===== config.mk =====
export PLATFORM = sky130hd
export DESIGN_NAME = octet_alu
export DESIGN_NICKNAME = d
export VERILOG_FILES = /design/src/rtl/octet_alu.sv
export SDC_FILE = /design/constraint.sdc
export NUM_CORES = 1
export LEC_CHECK = 0
export BUFFER_PORTS_ARGS = -buffer_cell sky130_fd_sc_hd__buf_2
export CELL_PAD_IN_SITES_DETAIL_PLACEMENT = 1
export CELL_PAD_IN_SITES_GLOBAL_PLACEMENT = 1
export CORE_MARGIN = 4
export CORE_UTILIZATION = 43
export CTS_CLUSTER_SIZE = 28
export DETAILED_ROUTE_END_ITERATION = 7
export PLACE_DENSITY = 0.82
export REMOVE_ABC_BUFFERS = 1
export SLEW_MARGIN = 20
export SYNTH_ARGS = -nofsm -noshare
export SYNTH_HDL_FRONTEND = slang
export SYNTH_SLANG_ARGS = --single-unit

===== constraint.sdc =====
create_clock -name clk -period 10.4 [get_ports clk]
set_input_delay 0 -clock clk [delete_from_list [all_inputs] [get_ports clk]]
set_output_delay 0 -clock clk [all_outputs]
set_load 0.05 [all_outputs]

===== src/rtl/octet_alu.sv =====
module octet_alu #(
  parameter int W = 8
) (
  input  logic           clk,
  input  logic           rst,
  input  logic [W-1:0]   a_in,
  input  logic [W-1:0]   b_in,
  input  logic           carry_in,
  input  logic [4:0]     op_sel,
  output logic [2*W-1:0] result,
  output logic           carry_out,
  output logic           borrow_out,
  output logic           overflow_out,
  output logic           zero_out
);
  localparam int RW = 2 * W;
  localparam logic [W-1:0] ZB = '0;

  logic [W:0]    add_w, sub_w, inc_w, dec_w;
  logic [RW-1:0] prod;
  logic [RW-1:0] nres;
  logic          nc, nb, nv, known;

  assign add_w = {1'b0, a_in} + {1'b0, b_in} + {{W{1'b0}}, carry_in & op_sel[0]};
  assign sub_w = {1'b0, a_in} - {1'b0, b_in} - {{W{1'b0}}, carry_in & op_sel[0]};
  assign inc_w = {1'b0, a_in} + {{W{1'b0}}, 1'b1};
  assign dec_w = {1'b0, a_in} - {{W{1'b0}}, 1'b1};
  assign prod  = {ZB, a_in} * {ZB, b_in};

  always_comb begin
    nres  = '0;
    nc    = 1'b0;
    nb    = 1'b0;
    nv    = 1'b0;
    known = 1'b1;
    case (op_sel)
      5'h00, 5'h01: begin
        nres = {ZB, add_w[W-1:0]};
        nc   = add_w[W];
        nv   = (a_in[W-1] == b_in[W-1]) && (add_w[W-1] != a_in[W-1]);
      end
      5'h02, 5'h03: begin
        nres = {ZB, sub_w[W-1:0]};
        nb   = sub_w[W];
        nv   = (a_in[W-1] != b_in[W-1]) && (sub_w[W-1] != a_in[W-1]);
      end
      5'h04: begin
        nres = prod;
        nc   = |prod[RW-1:W];
      end
      5'h05: begin
        if (b_in == ZB) begin
          nres = '1;
          nv   = 1'b1;
        end else begin
          nres = {a_in % b_in, a_in / b_in};
        end
      end
      5'h06: begin
        nres = {ZB, inc_w[W-1:0]};
        nc   = inc_w[W];
        nv   = ~a_in[W-1] & inc_w[W-1];
      end
      5'h07: begin
        nres = {ZB, dec_w[W-1:0]};
        nb   = dec_w[W];
        nv   = a_in[W-1] & ~dec_w[W-1];
      end
      5'h08: nres = {ZB, a_in & b_in};
      5'h09: nres = {ZB, a_in | b_in};
      5'h0A: nres = {ZB, a_in ^ b_in};
      5'h0B: nres = {ZB, ~a_in};
      5'h0C: begin
        nres = {ZB, a_in[W-2:0], 1'b0};
        nc   = a_in[W-1];
      end
      5'h0D: begin
        nres = {ZB, 1'b0, a_in[W-1:1]};
        nc   = a_in[0];
      end
      5'h0E: begin
        nres = {ZB, a_in[W-2:0], a_in[W-1]};
        nc   = a_in[W-1];
      end
      5'h0F: begin
        nres = {ZB, a_in[0], a_in[W-1:1]};
        nc   = a_in[0];
      end
      default: known = 1'b0;
    endcase
  end

  always_ff @(posedge clk) begin
    if (rst) begin
      result       <= '0;
      carry_out    <= 1'b0;
      borrow_out   <= 1'b0;
      overflow_out <= 1'b0;
      zero_out     <= 1'b0;
    end else begin
      result       <= nres;
      carry_out    <= nc;
      borrow_out   <= nb;
      overflow_out <= nv;
      zero_out     <= known && (nres == '0);
    end
  end
endmodule


==> results of run 1 <==
where the power goes:
part | switching, W | leakage (nW) | internal, W
clock | 0.0000255 | 0.0442 | 0.0000585
combinational | 0.000454 | 3.39 | 0.000295
sequential | 0.000000949 | 0.162 | 0.0000809
total | 0.000481 | 3.59 | 0.000435
cells by family (layout without fill, tap and decap cells):
logic type | after synthesis | count (layout) | share of synthesized area
buf+inv | 113 | 178 | 0.0655
simple gates | 326 | 326 | 0.245
compound gates | 193 | 193 | 0.215
fa+ha+maj | 152 | 152 | 0.333
mux | 14 | 14 | 0.0225
xor+xnor | 42 | 42 | 0.0583
flops | 20 | 20 | 0.0604
cell usage in the layout (no fill, tap or decap), types with 5 or more instances in the layout:
cell	Yosys	routed
ha_1	111	103
mux2i_1	7	6
xnor2_1	28	28
inv_1	79	79
o21a_1	14	13
and3_1	8	7
and2_1	7	6
nor2_1	96	92
buf_4	1	49
nor2b_1	15	15
nor4_1	10	9
a21oi_1	32	28
nand2_1	71	69
or3_1	12	12
a21oi_2	1	5
nor3_1	28	22
a21o_1	11	11
mux2_2	6	6
a31oi_1	7	7
nor3b_1	5	5
nand4_1	8	8
dfxtp_1	20	20
buf_2	5	43
o21ai_0	24	22
nand2b_1	10	10
a221oi_1	7	5
xor2_1	13	13
a211oi_1	16	13
nand3_1	28	27
o211ai_1	6	6
fa_1	41	41
registers in the layout (all words and copies together) (netlist names):
signal / flops
zero_out: 1
borrow_out: 1
carry_out: 1
overflow_out: 1
result: 16
area by class of cell:
class	count	area share
inverter	82	0.0399
timing repair buffer	92	0.0757
sequential	20	0.0520
multi-input combinational	727	0.790
tap	188	0.0305
clock buffer	4	0.0115
path summary, 6_finish.rpt:
path / startpoint / end / slack [ns]
hold / removal: rst / result[6]$_SDFF_PP0_ / 0.10
setup / recovery: b_in[7] / zero_out$_SDFF_PP0_ / 0.42
metrics by stage:
stage | setup WS, ns | hold WS [ns] | setup TNS [ns] | utilization | instances
3_3_place_gp | -0.000727 | 0.355 | -0.000727 | 0.480 | 1103
4_1_cts | 0.0181 | 0.106 | 0 | 0.491 | 1109
5_1_grt | -0.201 | 0.123 | -0.201 | 0.509 | 1113
6_report | 0.421 | 0.104 | 0 | 0.509 | 1113
3_5_place_dp | -0.509 | 0.364 | -1.04 | 0.480 | 1103
2_1_floorplan | -0.220 | 0.0694 | -0.220 | - | 829
routing by layer:
metal,GRT usage,up-vias,routed length [µm]
met5,0,-,0
li1,-,3217,-
met2,0.474,279,12100
met3,0.0405,69,1640
met4,0.112,0,1050
met1,0.371,3518,11200
what timing repair did:
item,in CTS,in global routing
gates cloned,0,0
hold buffers,0,0
resized for setup,12,49
pin swaps,1,17
endpoints found under the setup margin,2,10
buffers inserted,2,4
==> impl_metrics.ini, run 1 <==
[logic_synthesis]
syn_area_per_cell_um2 = 7.71
synth.most_common_cell = ha_1
synth-seq-cells = 20
synth_edf_count = 0
synth_cell_types = 86
synth_top_area_share = 0.210
ys_top_cells_by_count = 111 x ha_1, 96 x nor2_1, 79 x inv_1, 71 x nand2_1, 41 x fa_1
yosysSeqAreaShare = 0.0604
synth_cells = 860
yosysTopAreaCell = ha_1
async_flop_share = 0
yosys_warnings = 0
synth.cell_area_um2 = 6630
synth_area_leaders = ha_1 21%, fa_1 12%, dfxtp_1 6.0%
synth_top_flop_cell = dfxtp_1

[worst_setup_path]
crit_type = input pin to register
cp_max_fo = 9
endpoint_kind = register
crit_family = compound AO/OA/AOI/OAI gates
crit_slowest_cell = a2111oi_4
critPathRequiredTime_ns = 10.58
arrival_ns = 10.16
critPathBufInv = 5
critPathMaxStageDelay_ns = 0.38
cpMostUsedCell = ha_1
cp-start-kind = input pin
crit_cells = 50

[global_route]
grt-ovfl-total = 0
grt_pass1_wl_um = 40200
grt_usage = 0.284
grt_pass1_vias = 7415
grt_max_degree = 33
antenna_found_initial = 0

[clock_network]
clock_sinks = 20
tritoncts = built
clockBufferDepth = 2
cts_buffers = 3
root_buffer = clkbuf_16
htree_levels = 1
cts.clk_slew.worst_paths_ns = 0.05

[place]
dp_hpwl_um = 20500
postPlaceCellArea_um2 = 7280
gp_congestion = 1.03
io_buffers = 43

[final_layout]
layout-drive-gt1-share = 0.182
fin_area_um2 = 7700
nNetsFinal = 1102
area.growth.synth_to_final_pct = 16.2
nFillCells = 1873
multiInputGateArea_um2 = 6090
antenna_cells = 0
regArea_um2 = 400

[sta]
hold_violations = 0
finalCritPeriodShare = 0.960
finalSetupViolations = 0
slew_viol_final = 0
tightest_slew_ns = 0.879
max_freq_mhz = 100
slew_headroom = 0.399
min_period_ns = 9.98

[pwr]
p_leak_nw = 3.59
total_power_w = 0.000915
ir_drop_uv = 72.7
p_per_area_nw_per_um2 = 119

[route]
ant_nets = 0
via_per_inst = 6.36
routedWlPerCell_um = 23.4
drcViolationCount = 0
wl_um = 26100
via_count = 7083
first_pass_iters = 7
initialDrtViolationCount = 623

[floorplan]
dieArea_um2 = 17500
ios = 44
floorplan.initialDensity = 0.438
fp.dieH_um = 132
core_area_um2 = 15100
num_rows = 45
fp.dieW_um = 132

[min_path]
holdPathStages = 2
hp-class = input pin to register

[outcome]
status = finished, final reports clean

[job]
cap_violations = 0
(Power assumes the default switching activity.)
==> inputs of run 2 (changes only) <==
--- a/config.mk
+++ b/config.mk
@@ -14,6 +14,7 @@
 export DETAILED_ROUTE_END_ITERATION = 7
 export PLACE_DENSITY = 0.82
 export REMOVE_ABC_BUFFERS = 1
+export SETUP_SLACK_MARGIN = 0.5
 export SLEW_MARGIN = 20
 export SYNTH_ARGS = -nofsm -noshare
 export SYNTH_HDL_FRONTEND = slang
==> impl_metrics.ini, run 2 (same netlist as run 1, synthesis figures left out) <==
[floorplan]
fp.dieW_um = 132
dieArea_um2 = 17500
num_rows = 45
ios = 44
floorplan.initialDensity = 0.438
core_area_um2 = 15100
fp.dieH_um = 132

[global_route]
grt_pass1_vias = 7518
grtUsageMet3 = 0.0389
grt-ovfl-total = 0
grt_max_degree = 33
grt_usage = 0.290
grt_use_met2 = 0.488
top_usage_layer = met2
antenna_found_initial = 0
grt_pass1_wl_um = 41100
use_met1 = 0.378

[clock_network]
clock_sinks = 20
cts.clk_slew.worst_paths_ns = 0.05
cts_buffers = 3
root_buffer = clkbuf_16
clockBufferDepth = 2
htree_levels = 1
tritoncts = built

[final_layout]
layout-drive-gt1-share = 0.253
area.growth.synth_to_final_pct = 26.4
final_util = 0.553
antenna_cells = 0
final_common_cell = ha_1
nFillCells = 1793
nNetsFinal = 1133
top_register = result
largest_reg_flops = 16
final_cell_mix = 89 x ha_1, 88 x nor2_1, 78 x inv_1

[sta]
max_freq_mhz = 99.4
rsz0062_at_grt = true
whs_ns = 0.102
slew_viol_final = 0
tightest_slew_ns = 0.816
finalCritPeriodShare = 0.968
finalSetupViolations = 0
slew_headroom = 0.442
hold_violations = 0
min_period_ns = 10.06

[route]
first_pass_iters = 7
via_count = 7546
routedWlPerCell_um = 26.2
via_per_inst = 6.60
ant_nets = 0
wl_um = 30000
drcViolationCount = 0
initialDrtViolationCount = 763

[pwr]
p_per_area_nw_per_um2 = 122
ir_drop_uv = 74.6
p_leak_nw = 3.80

[job]
cap_violations = 0

[place]
gp_congestion = 1.03
io_buffers = 43
dp_hpwl_um = 20500

[min_path]
hp-class = input pin to register

[worst_setup_path]
critPathRequiredTime_ns = 10.58
crit_family = compound AO/OA/AOI/OAI gates
crit_type = input pin to register
critPathBufInv = 7
crit_slowest_cell = a2111oi_4
cpMostUsedCell = ha_4
cp_max_fo = 6
cp-start-kind = input pin
arrival_ns = 10.25
critPathMaxStageDelay_ns = 0.43
endpoint_kind = register

[outcome]
status = finished, final reports clean
-- run 2: changes by cell type in the layout (fill, tap and decap cells not counted), moves of 4 or more --
cell / previous run / this run
a21oi_1: 28 / 24
buf_4: 49 / 75
buf_6: 0 / 4
ha_1: 103 / 89
ha_4: 4 / 17
nor2_1: 92 / 88
nor2_2: 2 / 6
or3_1: 12 / 8
or3_4: 0 / 4
-- run 2: per-stage QoR --
step | instances | setup slack, ns | power, W | instance area, µm² | setup TNS [ns]
floorplan | 829 | -0.220 | 0.000563 | 6500 | -0.220
finish | 1144 | 0.336 | 0.00102 | 8380 | 0
global placement | 1103 | -0.000727 | 0.000747 | 7280 | -0.000727
CTS | 1117 | 0.512 | 0.000895 | 7680 | 0
global route | 1144 | -0.0623 | 0.00108 | 8380 | -0.0623
detailed placement | 1103 | -0.509 | 0.000776 | 7280 | -1.04
-- run 2: routing by layer --
layer	up-vias	share of wire
li1	3279	-
met1	3720	0.39
met2	410	0.47
met3	137	0.077
met4	0	0.064
met5	-	0
-- run 2: area by class of cell --
type	count	area [µm²]	area share
timing repair buffer	122	823	0.0982
inverter	82	308	0.0367
sequential	20	400	0.0478
clock buffer	4	88.8	0.0106
multi-input combinational	728	6530	0.779
tap	188	235	0.0281
-- run 2: worst paths after layout --
check	slack, ns	endpoint	start	depth (start not counted)
worst min-delay path	0.10	result[6]$_SDFF_PP0_	rst	2
worst max-delay path	0.34	zero_out$_SDFF_PP0_	b_in[6]	53
-- run 2: timing repair --
| action | CTS | global route |
|---|---|---|
| pin swaps | 21 | 58 |
| setup buffers | 10 | 26 |
| setup endpoints to repair | 10 | 10 |
| resized for setup | 46 | 88 |
| gates cloned | 0 | 1 |
| hold buffers | 0 | 0 |
-- run 2: report_power, final --
| part | total, W | internal [W] | switching [W] |
|---|---|---|---|
| combinational | 0.000853 | 0.000340 | 0.000513 |
| clock | 0.0000845 | 0.0000585 | 0.0000260 |
| sequential | 0.0000818 | 0.0000809 | 0.000000946 |
| total | 0.00102 | 0.000479 | 0.000540 |
